[config.mk]
export PLATFORM = sky130hd
export DESIGN_NAME = wf_edge_rasterizer
export DESIGN_NICKNAME = d
export VERILOG_FILES = /design/src/rtl/wfr_pkg.sv /design/src/rtl/wf_edge_pick.sv /design/src/rtl/bres_line.sv /design/src/rtl/wf_edge_rasterizer.sv
export SDC_FILE = /design/constraint.sdc
export NUM_CORES = 1
export LEC_CHECK = 0
export BUFFER_PORTS_ARGS = -buffer_cell sky130_fd_sc_hd__buf_2
export CORE_ASPECT_RATIO = 0.5
export CORE_MARGIN = 2
export CORE_UTILIZATION = 57
export DETAILED_ROUTE_END_ITERATION = 7
export GPL_ROUTABILITY_DRIVEN = 1
export PLACE_DENSITY = 0.84
export SLEW_MARGIN = 20
export SYNTH_ARGS = -nofsm -noshare
export SYNTH_HDL_FRONTEND = slang
export SYNTH_SLANG_ARGS = --single-unit
[constraint.sdc]
create_clock -name clk -period 11.5 [get_ports clk]
set_input_delay 0.575 -clock clk [delete_from_list [all_inputs] [get_ports clk]]
set_output_delay 0.575 -clock clk [all_outputs]
set_load 0.005 [all_outputs]
[src/rtl/wfr_pkg.sv]
package wfr_pkg;
   typedef enum logic [1:0] {PH_IDLE, PH_CLEAR, PH_LOAD, PH_LINE} phase_t;

   localparam int N_CORNER = 4;
   localparam int N_EDGE   = 6;
   localparam int EDGE_IW  = 3;

   // first corner of edge e; edge list (0,1)(0,2)(0,3)(1,2)(1,3)(2,3)
   function automatic logic [1:0] edge_from(input logic [EDGE_IW-1:0] e);
      case (e)
         3'd0, 3'd1, 3'd2: edge_from = 2'd0;
         3'd3, 3'd4:       edge_from = 2'd1;
         default:          edge_from = 2'd2;
      endcase
   endfunction

   function automatic logic [1:0] edge_to(input logic [EDGE_IW-1:0] e);
      case (e)
         3'd0:       edge_to = 2'd1;
         3'd1, 3'd3: edge_to = 2'd2;
         default:    edge_to = 2'd3;
      endcase
   endfunction
endpackage

[src/rtl/wf_edge_pick.sv]
module wf_edge_pick #(
   parameter int COORD_W = 8
) (
   input  logic [4*2*COORD_W-1:0] corners,
   input  logic [2:0]             edge_idx,
   output logic [COORD_W-1:0]     xa,
   output logic [COORD_W-1:0]     ya,
   output logic [COORD_W-1:0]     xb,
   output logic [COORD_W-1:0]     yb
);
   import wfr_pkg::*;
   localparam int PW = 2 * COORD_W;

   logic [COORD_W-1:0] cx [N_CORNER];
   logic [COORD_W-1:0] cy [N_CORNER];

   for (genvar g = 0; g < N_CORNER; g++) begin : g_unpack
      assign cx[g] = corners[g*PW + COORD_W +: COORD_W];
      assign cy[g] = corners[g*PW +: COORD_W];
   end

   logic [1:0] ia, ib;
   always_comb begin
      ia = edge_from(edge_idx);
      ib = edge_to(edge_idx);
      xa = cx[ia];
      ya = cy[ia];
      xb = cx[ib];
      yb = cy[ib];
   end
endmodule

[src/rtl/bres_line.sv]
module bres_line #(
   parameter int COORD_W = 8
) (
   input  logic               clk,
   input  logic               rst_n,
   input  logic               go,
   input  logic [COORD_W-1:0] x0,
   input  logic [COORD_W-1:0] y0,
   input  logic [COORD_W-1:0] x1,
   input  logic [COORD_W-1:0] y1,
   output logic               valid,
   output logic [COORD_W-1:0] px,
   output logic [COORD_W-1:0] py,
   output logic               last
);
   localparam int EW = COORD_W + 3;

   logic                 active;
   logic [COORD_W-1:0]   xe, ye;
   logic signed [EW-1:0] dx, dy, err;
   logic                 sx_neg, sy_neg;

   logic signed [EW-1:0] sdx, sdy, adx, ady, e2, err_n;
   logic                 step_x, step_y;

   always_comb begin
      sdx = $signed({3'b000, x1}) - $signed({3'b000, x0});
      sdy = $signed({3'b000, y1}) - $signed({3'b000, y0});
      adx = sdx[EW-1] ? -sdx : sdx;
      ady = sdy[EW-1] ? -sdy : sdy;
      e2     = err <<< 1;
      step_x = (e2 >= dy);
      step_y = (e2 <= dx);
      err_n  = err + (step_x ? dy : '0) + (step_y ? dx : '0);
      last   = active && (px == xe) && (py == ye);
      valid  = active;
   end

   always_ff @(posedge clk) begin
      if (!rst_n) begin
         active <= 1'b0;
         px <= '0; py <= '0; xe <= '0; ye <= '0;
         dx <= '0; dy <= '0; err <= '0;
         sx_neg <= 1'b0; sy_neg <= 1'b0;
      end else if (go) begin
         active <= 1'b1;
         px <= x0; py <= y0; xe <= x1; ye <= y1;
         dx <= adx;
         dy <= -ady;
         err <= adx - ady;
         sx_neg <= sdx[EW-1];
         sy_neg <= sdy[EW-1];
      end else if (active) begin
         if (last) begin
            active <= 1'b0;
         end else begin
            err <= err_n;
            if (step_x) px <= sx_neg ? px - 1'b1 : px + 1'b1;
            if (step_y) py <= sy_neg ? py - 1'b1 : py + 1'b1;
         end
      end
   end

   // a finished line stops stepping
   p_line_stops_r6 : assert property (@(posedge clk) disable iff (!rst_n)
      (last && !go) |=> !active);
   // every non-final step moves, by at most one in each axis
   p_step_unit_r6 : assert property (@(posedge clk) disable iff (!rst_n)
      (active && !last && !go) |=> active &&
         ((px != $past(px)) || (py != $past(py))) &&
         ((px - $past(px) == 1) || ($past(px) - px == 1) || (px == $past(px))) &&
         ((py - $past(py) == 1) || ($past(py) - py == 1) || (py == $past(py))));
endmodule

[src/rtl/wf_edge_rasterizer.sv]
module wf_edge_rasterizer #(
   parameter int COORD_W = 8,
   parameter int PIX_W   = 1
) (
   input  logic                 clk,
   input  logic                 rst_n,
   input  logic                 start,
   input  logic [2*COORD_W-1:0] vtx0,
   input  logic [2*COORD_W-1:0] vtx1,
   input  logic [2*COORD_W-1:0] vtx2,
   input  logic [2*COORD_W-1:0] vtx3,
   output logic                 wr_en,
   output logic [2*COORD_W-1:0] wr_addr,
   output logic [PIX_W-1:0]     wr_data,
   output logic                 done
);
   import wfr_pkg::*;
   localparam int AW = 2 * COORD_W;
   localparam logic [AW-1:0]      CLR_LAST  = '1;
   localparam logic [EDGE_IW-1:0] EDGE_LAST = EDGE_IW'(N_EDGE - 1);
   localparam logic [PIX_W-1:0]   INK       = '1;

   initial begin : elab_check
      assert (COORD_W >= 2 && COORD_W <= 12);
      assert (PIX_W >= 1 && PIX_W <= 32);
   end

   phase_t               phase;
   logic [4*AW-1:0]      held;
   logic [AW-1:0]        clr_cnt;
   logic [EDGE_IW-1:0]   edge_idx;
   logic [COORD_W-1:0]   xa, ya, xb, yb, px, py;
   logic                 ln_go, ln_valid, ln_last;

   wf_edge_pick #(.COORD_W(COORD_W)) u_pick (
      .corners(held), .edge_idx(edge_idx),
      .xa(xa), .ya(ya), .xb(xb), .yb(yb)
   );

   assign ln_go = (phase == PH_LOAD);

   bres_line #(.COORD_W(COORD_W)) u_line (
      .clk(clk), .rst_n(rst_n), .go(ln_go),
      .x0(xa), .y0(ya), .x1(xb), .y1(yb),
      .valid(ln_valid), .px(px), .py(py), .last(ln_last)
   );

   always_ff @(posedge clk) begin
      if (!rst_n) begin
         phase    <= PH_IDLE;
         held     <= '0;
         clr_cnt  <= '0;
         edge_idx <= '0;
         done     <= 1'b0;
      end else begin
         done <= 1'b0;
         case (phase)
            PH_IDLE: if (start) begin
               held    <= {vtx3, vtx2, vtx1, vtx0};
               clr_cnt <= '0;
               phase   <= PH_CLEAR;
            end
            PH_CLEAR: begin
               clr_cnt <= clr_cnt + 1'b1;
               if (clr_cnt == CLR_LAST) begin
                  edge_idx <= '0;
                  phase    <= PH_LOAD;
               end
            end
            PH_LOAD: phase <= PH_LINE;
            default: if (ln_last) begin
               if (edge_idx == EDGE_LAST) begin
                  phase <= PH_IDLE;
                  done  <= 1'b1;
               end else begin
                  edge_idx <= edge_idx + 1'b1;
                  phase    <= PH_LOAD;
               end
            end
         endcase
      end
   end

   generate
      if (PIX_W == 1) begin : g_mono
         assign wr_data = (phase == PH_CLEAR) ? 1'b0 : 1'b1;
      end else begin : g_wide
         assign wr_data = (phase == PH_CLEAR) ? '0 : INK;
      end
   endgenerate

   always_comb begin
      wr_en   = (phase == PH_CLEAR) || (phase == PH_LINE && ln_valid);
      wr_addr = (phase == PH_CLEAR) ? clr_cnt : {py, px};
   end

   // clear addresses advance by one each clock
   p_clear_step_r3 : assert property (@(posedge clk) disable iff (!rst_n)
      (phase == PH_CLEAR && $past(phase) == PH_CLEAR) |-> wr_addr == $past(wr_addr) + 1'b1);
   // clearing writes zero
   p_clear_zero_r3 : assert property (@(posedge clk) disable iff (!rst_n)
      (phase == PH_CLEAR) |-> (wr_en && wr_data == '0));
   // completion is a single-cycle pulse
   p_done_pulse_r8 : assert property (@(posedge clk) disable iff (!rst_n)
      done |=> !done);
   // idle block never writes
   p_idle_quiet_r8 : assert property (@(posedge clk) disable iff (!rst_n)
      (phase == PH_IDLE) |-> !wr_en);
   // latched corners hold while busy
   p_hold_r9 : assert property (@(posedge clk) disable iff (!rst_n)
      (phase != PH_IDLE && $past(phase) != PH_IDLE) |-> $stable(held));
endmodule

# [Word-level counts from Yosys, hierarchy flattened]
# Index checks and enable logic that the tools add are counted.
[classes] order_cmp=4 addsub=14 n_reduce_logical=24 bitwise=5 muxes=48 n_eq_ne=15
[op_table] cell="two-way mux 8 bit" count=18
[op_table] cell="two-way mux 11 bit" count=7
[op_table] cell="binary-select mux 8 bit (select 2 bit)" count=4
[op_table] cell="negation 11 bit" count=3
[op_table] cell="two-way mux 16 bit" count=2
[op_table] cell="one-hot mux 16 bit (2 select lines)" count=1
[op_table] cell="adder 11 bit" count=2
[op_table] cell="subtractor 8 x 8 -> 9 bit" count=2
[op_table] cell="adder 16 x 1 -> 16 bit, second input constant" count=1
[op_table] cell="adder 8 x 1 -> 8 bit, second input constant" count=2
[op_table] cell="== test 16 bit, second input constant" count=1
[op_table] cell="== test 8 bit" count=2
[op_table] cell="subtractor 8 x 1 -> 8 bit, second input constant" count=2
[op_table] cell="greater-or-equal comparator 11 bit" count=1
[op_table] cell="less-or-equal comparator 11 bit" count=1
[op_table] cell="subtractor 11 bit" count=1
[op_table] cell="nonzero test 2 bit" count=5
[op_table] cell="two-way mux 3 bit" count=3
[op_table] cell="AND reduction 3 bit" count=3
[op_table] cell="two-way mux 2 bit" count=4
[op_table] cell="one-hot mux 2 bit (2 select lines)" count=2
[op_table] cell="== test 3 x 2 -> 1 bit, second input constant" count=2
[op_table] cell="== test 3 bit, second input constant" count=2
[op_table] cell="greater-or-equal comparator 3 bit, second input constant" count=2
[op_table] cell="21 further kinds" count=37
[totals] wordCells=125 out_inout_bits=19 regBits=154 inputBits=67

# [Depth between registers and ports, before layout]
# Gate-level depths: netlist (run 1).
[depth] word_depth=12 mapped_depth=28 depth_no_buf=27

# [By module]
# A second synthesis (run 1) with hierarchy kept.
[unflattened] hier_cells=1325 area_unflattened_um2=10880.4
[by_module_without_submodules] module="bres_line" cells_per_inst=720 instances=1 seq_area_each_um2=1341.3 area_each_um2=6055.8
[by_module_without_submodules] module="wf_edge_rasterizer" cells_per_inst=434 instances=1 seq_area_each_um2=1721.7 area_each_um2=3691.0
[by_module_without_submodules] module="wf_edge_pick" cells_per_inst=171 instances=1 seq_area_each_um2=0.0 area_each_um2=1133.6

# [Worst setup path before layout (run 1)]
# Ideal clock, no wire load.
[synth_path] kind="register -> register" from="register edge_idx[0]" to="register u_line.err[8]" period_less_slack_ps=5713 setup_ps=120 t_required_ps=11380 n_path_buf=4 t_arrival_ps=5593 slack_ps=5787 path_stages_with_launch=26 cell_sequence="dfxtp_1 > buf_4 > clkbuf_1 > inv_1 > ha_1 > or4_4 > nand2_4 > clkbuf_1 > o21ai_0 > ha_1 > fa_1 > inv_1 > a21oi_1 > and2_1 > a221oi_4 > a31o_1 > buf_4 > o21ai_0 > fa_1 > a21o_1 > a21oi_1 > o21bai_1 > a21oi_1 > maj3_2 > nor2_1 > a211o_1"
[synth_between] elab_chain_cells=12 elab_cells_between_ends=32 cone_classes="5 x add/sub; 4 x eq/ne; 17 x mux; 2 x bitwise; 4 x reduce/logical"
[synth_rtl] item="from (decl)" line_no="wf_edge_rasterizer.sv:31" source="logic [EDGE_IW-1:0] edge_idx;"
[synth_rtl] item="from (signal assigned)" line_no="wf_edge_rasterizer.sv:76" source="edge_idx <= edge_idx + 1'b1;"
[synth_rtl] item="== test 3 x 2 -> 1 bit (tied with other cells)" line_no="wfr_pkg.sv:10" source="case (e)"
[synth_rtl] item="OR reduction 3 bit (tied with other cells)" line_no="wfr_pkg.sv:10"
[synth_rtl] item="one-hot mux 2 bit (2 select lines) (on tied branches)" line_no="wfr_pkg.sv:10, wfr_pkg.sv:18"
[synth_rtl] item="inverter 2 -> 3 bit (on tied branches)"
[synth_rtl] item="binary-select mux 8 bit (select 2 bit) (on tied branches)"
[synth_rtl] item="two-way mux 8 bit (on tied branches) (2 in a row)"
[synth_rtl] item="subtractor 8 x 8 -> 9 bit (on tied branches)" line_no="bres_line.sv:27, bres_line.sv:28"
[synth_rtl] item="negation 11 bit (on tied branches)" line_no="bres_line.sv:29, bres_line.sv:30"
[synth_rtl] item="two-way mux 11 bit (on tied branches)" line_no="bres_line.sv:29, bres_line.sv:30"
[synth_rtl] item="subtractor 11 bit *" line_no="bres_line.sv:50" source="err <= adx - ady;"
[synth_rtl] item="two-way mux 11 bit *" line_no="bres_line.sv:45" source="end else if (go) begin"
[synth_rtl] item="to (signal assigned)" line_no="bres_line.sv:50"
[synth_rtl] item="to (signal assigned)" line_no="bres_line.sv:57" source="err <= err_n;"
[synth_rtl] item="to (decl)" line_no="bres_line.sv:20" source="logic signed [EW-1:0] dx, dy, err;"
# Mark *: on every way between the ends. The rest lies on a longest branch, timed or not. The select of a mux whose other input is x is not followed.
# A chain may end at the register's enable or synchronous reset.

# [Final worst setup path (run 1)]
# Ends and elaborated chain as after synthesis.

==> parameters.txt, run 1 <==
Parameter                              Value

Yosys
  Number of flops mapped to enable cells by yosys ... 0
  Mean Syn Cell Area ... 8.034 um^2
  Cell count after synthesis ... 1260
  Most frequent cell after synthesis ... nand2_1
  Share of synthesized area occupied by flip-flops and latches ... 0.3026
  Top post-synthesis cells by area ... dfxtp_1 (30%), ha_1 (8.9%), nand2_1 (7.7%)
  Top cell type's share of synthesized area ... 0.3026
  Warnings from Yosys ... 0
  Dominant register cell in the synthesized netlist ... dfxtp_1
  Library cell with the largest summed area after synthesis ... dfxtp_1
  Number of nets in the synthesized netlist ... 1413
  Proportion of synthesized flip-flops having asynchronous set or reset ... 0
  Post-Synthesis Cell Area ... 10120 um^2
  Most frequent cells after synthesis ... nand2_1 (209), dfxtp_1 (153), a21oi_1 (124)
  Distinct cell type count of the synthesized netlist ... 81
  Flop and latch count out of synthesis ... between 150 and 200

Timing
  Tightest Pin Transition ... 1.123 ns
  Maximum achievable frequency ... about 0.16 GHz
  Max-slew violations ... 0
  Post-route fraction of the period consumed by the critical path ... 0.5499
  Count of final setup violators ... 0
  Worst slew margin ... 0.2512
  Clock period minus final worst setup slack ... around 6.3 ns
  TNS Setup ... 0 ns
  Clock skew ... 0.01363 ns
  Count of endpoints failing hold in the final timing report ... 0
  Unrepaired setup endpoints after global routing ... false

Setup path
  Type of the worst setup path ... reg -> reg
  Largest stage delay on the critical path ... 0.80 ns
  Required time worst endpoint ... between 10 and 15 ns
  R2R cell count ... 21
  Largest fanout on the critical path ... 22
  Critical Path, Cell by Cell ... inv_1 -> ha_1 -> or4_4 -> nand2_4 -> nor2_1 -> a21oi_1 -> ha_1 -> a21oi_1 -> o21ai_0 -> a2111oi_0 -> a211oi_2 -> a21o_1 -> a21oi_2 -> xnor2_1 -> nor4_1 -> inv_1 -> ha_1 -> nor3_1 -> nand3_1 -> o21ai_0 -> a211o_1
  Reg2Reg Launch Point ... edge_idx[0]
  Cell type with the highest occurrence count on the critical path ... ha_1
  Crit path capture type ... flop
  Worst reg-to-reg setup slack ... 5.18 ns
  Arrival @ worst endpoint ... 6.69 ns
  Critical Path Source Type ... flop
  Destination of the worst register-to-register timing path ... u_line.err[8]
  Crit-path slowest cell ... dfxtp_1

Routing
  Detailed-router iteration count before antenna repair ... 5
  Average detailed-routed wire length per instance ... 17.76 um
  Antenna Nets Post-Route ... 0
  WL final ... 27600 um
  Via count ... between 9000 and 10000
  DR iter-0 viols ... 791
  Residual DRC count ... 0
  Via-per-instance ratio ... 5.958

Layout
  Number of nets in the layout ... 1460
  Proportion of layout cells with a drive suffix above 1 ... 0.1348
  Synth-to-layout area growth ... 11.48%
  Fillers ... 1380
  Antenna fix cells ... 0

Clock tree
  Number of buffers added to fix hold violations after cts ... 0
  Cell at the root of the clock tree ... clkbuf_16
  Clock network latency to the later pin of the worst-skew pair ... around 0.43 ns
  Number of buffers added by the clock tree synthesis step ... 17
  Number of buffers inserted by post-CTS setup repair ... 0
  CTS tree ... yes
  Number of sinks handled by clock tree synthesis ... roughly 150
  CTS clk-pin slew, worst paths ... 0.07 ns
  Deepest clock path buffer count ... 2
  Number of levels the H-tree was split into ... 4
  # resized after CTS ... 0

Floorplan
  Area inside the core boundary ... 17400 um^2
  Area of the die ... 18910 um^2
  Site row count ... 34
  Die span in y ... 98.24 um
  Number of ports placed on the die boundary ... 86
  Starting density of the core ... 0.5818
  DIE WIDTH ... 192.5 um

Worst hold path
  Hold Crit Depth ... 3
  Worst min-delay path category ... in -> reg
  Launch point of the worst hold path ... vtx3[6]
  WHS Endpoint ... held[54]

Placed design
  # port buffers ... 85
  GP Congestion ... roughly 0.95
  Half-perimeter wire length of the detailed placement result ... 20150 um

Global routing
  Via count of the first global-routing pass ... 8915
  First-pass GRT wire length ... 44550 um
  Gr usage total ... 0.2967
  Initial antenna violation count ... 0
  Largest net degree at the start of global routing ... 107
  GRT overflow ... 0

Job
  Max-cap check violation count ... 0

Outcome
  Result of the run ... completed
## through the flow
step	hold slack [ns]	worst slack [ns]	cell area, um^2	utilization	std cells
floorplan	0.4197	5.787	10120	-	1260
global placement	0.4332	5.554	10650	0.6118	1521
detailed placement	0.4454	5.353	10650	0.6118	1521
CTS	0.3697	5.252	11260	0.6470	1553
global route	0.3783	4.806	11290	0.6486	1554
finish	0.3736	5.176	11290	0.6486	1554
## flip-flops by register name, summed over array words and instances, names as in the netlist
| name | cells |
|---|---|
| held | 64 |
| clr_cnt | 16 |
| u_line.dx | 11 |
| u_line.dy | 11 |
| u_line.err | 10 |
| u_line.px | 8 |
| u_line.py | 8 |
| u_line.xe | 8 |
| u_line.ye | 8 |
| edge_idx | 3 |
| phase | 2 |
| done | 1 |
| u_line.sx_neg | 1 |
| u_line.sy_neg | 1 |
| u_line.valid | 1 |
## critical path: cells and delay by family, from the launching register on
kind            cells  cell delay [ns]
buf+inv             2             0.34
simple gates        6             1.85
xor+xnor            1             0.11
compound gates      9             2.10
flops               1             0.80
fa+ha+maj           3             1.05
## layer usage
metal	part of all wire	track usage	up-vias
li1	-	-	4448
met1	0.45	0.4018	4364
met2	0.45	0.4696	387
met3	0.073	0.06183	60
met4	0.025	0.1057	0
met5	0	0	-
## cell families (layout without fill, tap and decap cells)
family	Yosys count	after routing	synth area share
XOR/XNOR	96	96	0.08528
buffers and inverters	145	205	0.05574
AND/OR/NAND/NOR	410	410	0.1813
multiplexers	46	46	0.04795
flip-flops	153	153	0.3026
adder cells (fa/ha/maj)	89	89	0.1198
AO/OA/AOI/OAI	321	321	0.2074
## cells in the final DEF, fill, tap and decap left out, types with 6 or more instances in the layout
master,instances
dfxtp_1,153
or3_1,6
xnor2_1,59
nor2b_1,15
a221o_1,11
a31oi_1,6
o21ai_0,50
a21o_1,18
nand4_1,8
buf_2,85
o21a_1,9
nor2_1,105
nor3_1,7
xor2_1,34
nand3_1,10
a211oi_1,33
clkbuf_16,17
a22oi_1,14
a21oi_1,124
and2_1,8
buf_4,9
nand2_1,208
mux2_2,19
fa_1,14
o21bai_1,9
mux2i_1,26
ha_1,71
inv_1,77
nand2b_1,8
## area by class of cell
type / count / area (um^2) / area share
clock buffer: 18 / 439.2 / 0.03891
multi-input combinational: 962 / 6504 / 0.5763
timing repair buffer: 95 / 520.5 / 0.04612
inverter: 78 / 294.0 / 0.02605
tap: 234 / 292.8 / 0.02594
sequential: 153 / 3063 / 0.2714
clock inverter: 14 / 172.7 / 0.01530
## worst max path at each step
stage | from | end | slack, ns
after floorplan | edge_idx[0] | u_line.err[8] | 5.79
after global placement | edge_idx[0] | u_line.err[8] | 5.55
after detailed placement | edge_idx[0] | u_line.err[8] | 5.35
after CTS | edge_idx[0] | u_line.err[8] | 5.25
after global routing | edge_idx[0] | u_line.err[8] | 4.81
final | edge_idx[0] | u_line.err[8] | 5.18
Power of run 1 is left out: the tool's default activity adds up to more than one toggle a clock period on the data nets, which glitch-free logic cannot reach.
==> run 2, diff against run 1 <==
--- a/config.mk
+++ b/config.mk
@@ -5,6 +5,7 @@
 export SDC_FILE = /design/constraint.sdc
 export NUM_CORES = 1
 export LEC_CHECK = 0
+export ABC_AREA = 1
 export BUFFER_PORTS_ARGS = -buffer_cell sky130_fd_sc_hd__buf_2
 export CORE_ASPECT_RATIO = 0.5
 export CORE_MARGIN = 2
==> constraint.sdc (replaced) <==
create_clock -name clk -period 6.1 [get_ports clk]
set_input_delay 0.305 -clock clk [delete_from_list [all_inputs] [get_ports clk]]
set_output_delay 0.305 -clock clk [all_outputs]
set_load 0.005 [all_outputs]
==> run 2 against run 1 <==
  * Sequential cell count unchanged
  * Sequential share of layout area down 0.49 points
  * Utilization increased by 0.87 points
  * Final cell count grew 18%
  * Cell area grew 1.8%
  * Global-route usage increased by 2.1 points
  * Die area rose by 1.3%
  * Non-clock buffer count is 1 lower
  * Routed wire length up 10%
  * Critical path type unchanged
  * Worst hold slack worse by 0.26 ns
  * Clock-buffer cell count stayed put
==> parameters.txt, run 2 <==
Parameter                              Value

Floorplan
  Number of ports placed on the die boundary ... 86 (unchanged)
  Die span in y ... 98.89 um (was 98.24 um)
  Site row count ... 34 (unchanged)
  Starting density of the core ... 0.5870 (was 0.5818)
  Area of the die ... 19160 um^2 (was 18910 um^2)
  Area inside the core boundary ... 17480 um^2 (was 17400 um^2)
  DIE WIDTH ... 193.8 um (was 192.5 um)

Global routing
  Global Route met3 Usage ... 0.04278 (was 0.06183)
  GRT overflow ... 0 (unchanged)
  Most Crowded Layer GR ... met2 (unchanged)
  Via count of the first global-routing pass ... 9990 (was 8915)
  Largest net degree at the start of global routing ... 89 (was 107)
  Initial antenna violation count ... 0 (unchanged)
  First-pass GRT wire length ... 49080 um (was 44550 um)
  Global Route met2 Usage ... 0.5190 (was 0.4696)
  GR Layer Usage met1 ... 0.4369 (was 0.4018)
  Gr usage total ... 0.3177 (was 0.2967)

Layout
  Sequential Area ... 3063 um^2 (unchanged)
  Design area ... 11490 um^2 (was 11290 um^2)
  Non-filler cells in the finished layout ... 1833 (was 1554)
  Most frequent standard cell in the layout excluding fill and tap cells ... nand2_1 (unchanged)
  Most frequent cells in the layout ... nand2_1 (281), inv_1 (209), nor2_1 (198), o21ai_0 (154), dfxtp_1 (153) (was nand2_1 (208), dfxtp_1 (153), a21oi_1 (124), nor2_1 (105), buf_2 (85))
  Proportion of layout cells with a drive suffix above 1 ... 0.1157 (was 0.1348)
  Multi-input logic area ... 6161 um^2 (was 6504 um^2)
  Fillers ... 1450 (was 1380)
  Synth-to-layout area growth ... 11.97% (was 11.48%)
  Leading registers by flop count ... held: 64 flops, clr_cnt: 16 flops (unchanged)
  Largest register FFs ... 64 (unchanged)
  Antenna fix cells ... 0 (unchanged)
  Number of nets in the layout ... 1739 (was 1460)
  Biggest register ... held (unchanged)

Timing
  Clock period minus final worst setup slack ... 5.499 ns (was 6.324 ns)
  Post-route fraction of the period consumed by the critical path ... 0.9014 (was 0.5499)
  Count of final setup violators ... 0 (unchanged)
  Worst slew margin ... 0.3417 (was 0.2512)
  Clock skew ... 0.01002 ns (was 0.01363 ns)
  Crit path setup slack, layout ... 0.6013 ns (was 5.176 ns)
  Tightest Pin Transition ... 0.9875 ns (was 1.123 ns)
  Maximum achievable frequency ... 0.1819 GHz (was 0.1581 GHz)
  Unrepaired setup endpoints after global routing ... false (unchanged)
  TNS Setup ... 0 ns (unchanged)
  Max-slew violations ... 0 (unchanged)
  Count of endpoints failing hold in the final timing report ... 0 (unchanged)

Yosys
  Flop and latch count out of synthesis ... 153 (unchanged)
  Number of nets in the synthesized netlist ... 1677 (was 1413)
  Number of flops mapped to enable cells by yosys ... 0 (unchanged)
  Most frequent cell after synthesis ... nand2_1 (unchanged)
  Distinct cell type count of the synthesized netlist ... 54 (was 81)
  Top cell type's share of synthesized area ... 0.2984 (was 0.3026)
  Top post-synthesis cells by area ... dfxtp_1 (30%), nand2_1 (10%), ha_1 (8.8%) (was dfxtp_1 (30%), ha_1 (8.9%), nand2_1 (7.7%))
  Post-Synthesis Cell Area ... 10260 um^2 (was 10120 um^2)
  Library cell with the largest summed area after synthesis ... dfxtp_1 (unchanged)
  Dominant register cell in the synthesized netlist ... dfxtp_1 (unchanged)
  Cell count after synthesis ... 1524 (was 1260)
  Warnings from Yosys ... 0 (unchanged)
  Most frequent cells after synthesis ... nand2_1 (282), inv_1 (209), nor2_1 (198) (was nand2_1 (209), dfxtp_1 (153), a21oi_1 (124))
  Mean Syn Cell Area ... 6.735 um^2 (was 8.034 um^2)
  Share of synthesized area occupied by flip-flops and latches ... 0.2984 (was 0.3026)
  Proportion of synthesized flip-flops having asynchronous set or reset ... 0 (unchanged)

Clock tree
  Number of buffers inserted by post-CTS setup repair ... 0 (unchanged)
  Clock network latency to the later pin of the worst-skew pair ... 0.44 ns (was 0.43 ns)
  Deepest clock path buffer count ... 2 (unchanged)
  Cell at the root of the clock tree ... clkbuf_16 (unchanged)
  Number of buffers added to fix hold violations after cts ... 0 (unchanged)
  Number of levels the H-tree was split into ... 4 (unchanged)
  CTS tree ... yes (unchanged)
  Number of buffers added by the clock tree synthesis step ... 17 (unchanged)
  # resized after CTS ... 0 (unchanged)
  CTS clk-pin slew, worst paths ... 0.07 ns (about the same)
  Number of sinks handled by clock tree synthesis ... 153 (unchanged)

Routing
  Average detailed-routed wire length per instance ... 16.56 um (was 17.76 um)
  Detailed-router iteration count before antenna repair ... 8 (was 5)
  Via-per-instance ratio ... 5.787 (was 5.958)
  WL final ... 30350 um (was 27600 um)
  Residual DRC count ... 0 (unchanged)
  Via count ... 10610 (was 9259)
  Antenna Nets Post-Route ... 0 (unchanged)
  DR iter-0 viols ... 1277 (was 791)

Setup path
  Type of the worst setup path ... reg -> reg (unchanged)
  Arrival @ worst endpoint ... 5.87 ns (was 6.69 ns)
  Reg2Reg Launch Point ... edge_idx[0] (unchanged)
  Crit path capture type ... flop (unchanged)
  Critical Path Source Type ... flop (unchanged)
  Largest stage delay on the critical path ... 0.54 ns (was 0.80 ns)
  Crit-path slowest cell ... a21oi_4 (was dfxtp_1)
  Cell type with the highest occurrence count on the critical path ... nand2_1 (was ha_1)
  Largest fanout on the critical path ... 28 (was 22)
  Required time worst endpoint ... 6.48 ns (was 11.87 ns)
  Setup crit start ... edge_idx[0] (unchanged)

Placed design
  GP Congestion ... 0.9843 (was 0.9477)
  # port buffers ... 85 (unchanged)
  Post-placement worst setup slack ... 0.7541 ns (was 5.353 ns)
  Half-perimeter wire length of the detailed placement result ... 22560 um (was 20150 um)
  Placed cell area ... 10850 um^2 (was 10650 um^2)
  Placed insts ... 1801 (was 1521)

Job
  Max-cap check violation count ... 0 (unchanged)

Worst hold path
  Worst min-delay path category ... in -> reg (unchanged)
  Launch point of the worst hold path ... vtx3[4] (was vtx3[6])

Outcome
  Result of the run ... completed (unchanged)
-- run 2: per-stage QoR --
stage               hold WS (ns)    util
CTS                       0.1130  0.6573
floorplan                 0.4197       -
detailed placement        0.4412  0.6205
finish                    0.1100  0.6573
global placement          0.4318  0.6205
global route              0.1367  0.6573
-- run 2: cell families after synthesis --
group,after synthesis,synth area share
DFF,153,0.2984
adders and majority gates,86,0.1151
and+or+nand+nor,657,0.2790
AOI/OAI and AO/OA,322,0.1760
buffers and inverters,274,0.1015
xor gates and xnor gates,32,0.02987
-- run 2: worst paths after layout --
| kind | end | slack [ns] | cells after the start |
|---|---|---|---|
| worst max-delay path | u_line.err[8] | 0.60 | 30 |
| worst min-delay path | held[52] | 0.11 | 3 |
| worst max register to register | u_line.err[8] | 0.60 | 30 |
| worst min register to register | u_line.dx[10] | 0.45 | 2 |
-- run 2: metal layers --
metal	up-vias	wire, um
met5	-	0
met1	4811	13270
met4	0	771
met3	85	2912
met2	613	13400
li1	5098	-
-- run 2: critical path, delay by kind of cell (launching register included) --
kind,cells,cell delay (ns)
XOR/XNOR,1,0.30
buffers and inverters,4,0.48
AND/OR/NAND/NOR,16,1.67
AO/OA/AOI/OAI,5,1.23
adder cells (fa/ha/maj),4,1.34
flip-flops,1,0.40
-- run 2: final cells by class --
type,count,share of cell area
sequential,153,0.2665
multi-input combinational,1097,0.5361
clock inverter,14,0.01775
inverter,223,0.07305
timing repair buffer,94,0.04290
tap,234,0.02548
clock buffer,18,0.03821
Power of run 2 is left out for the same reason.
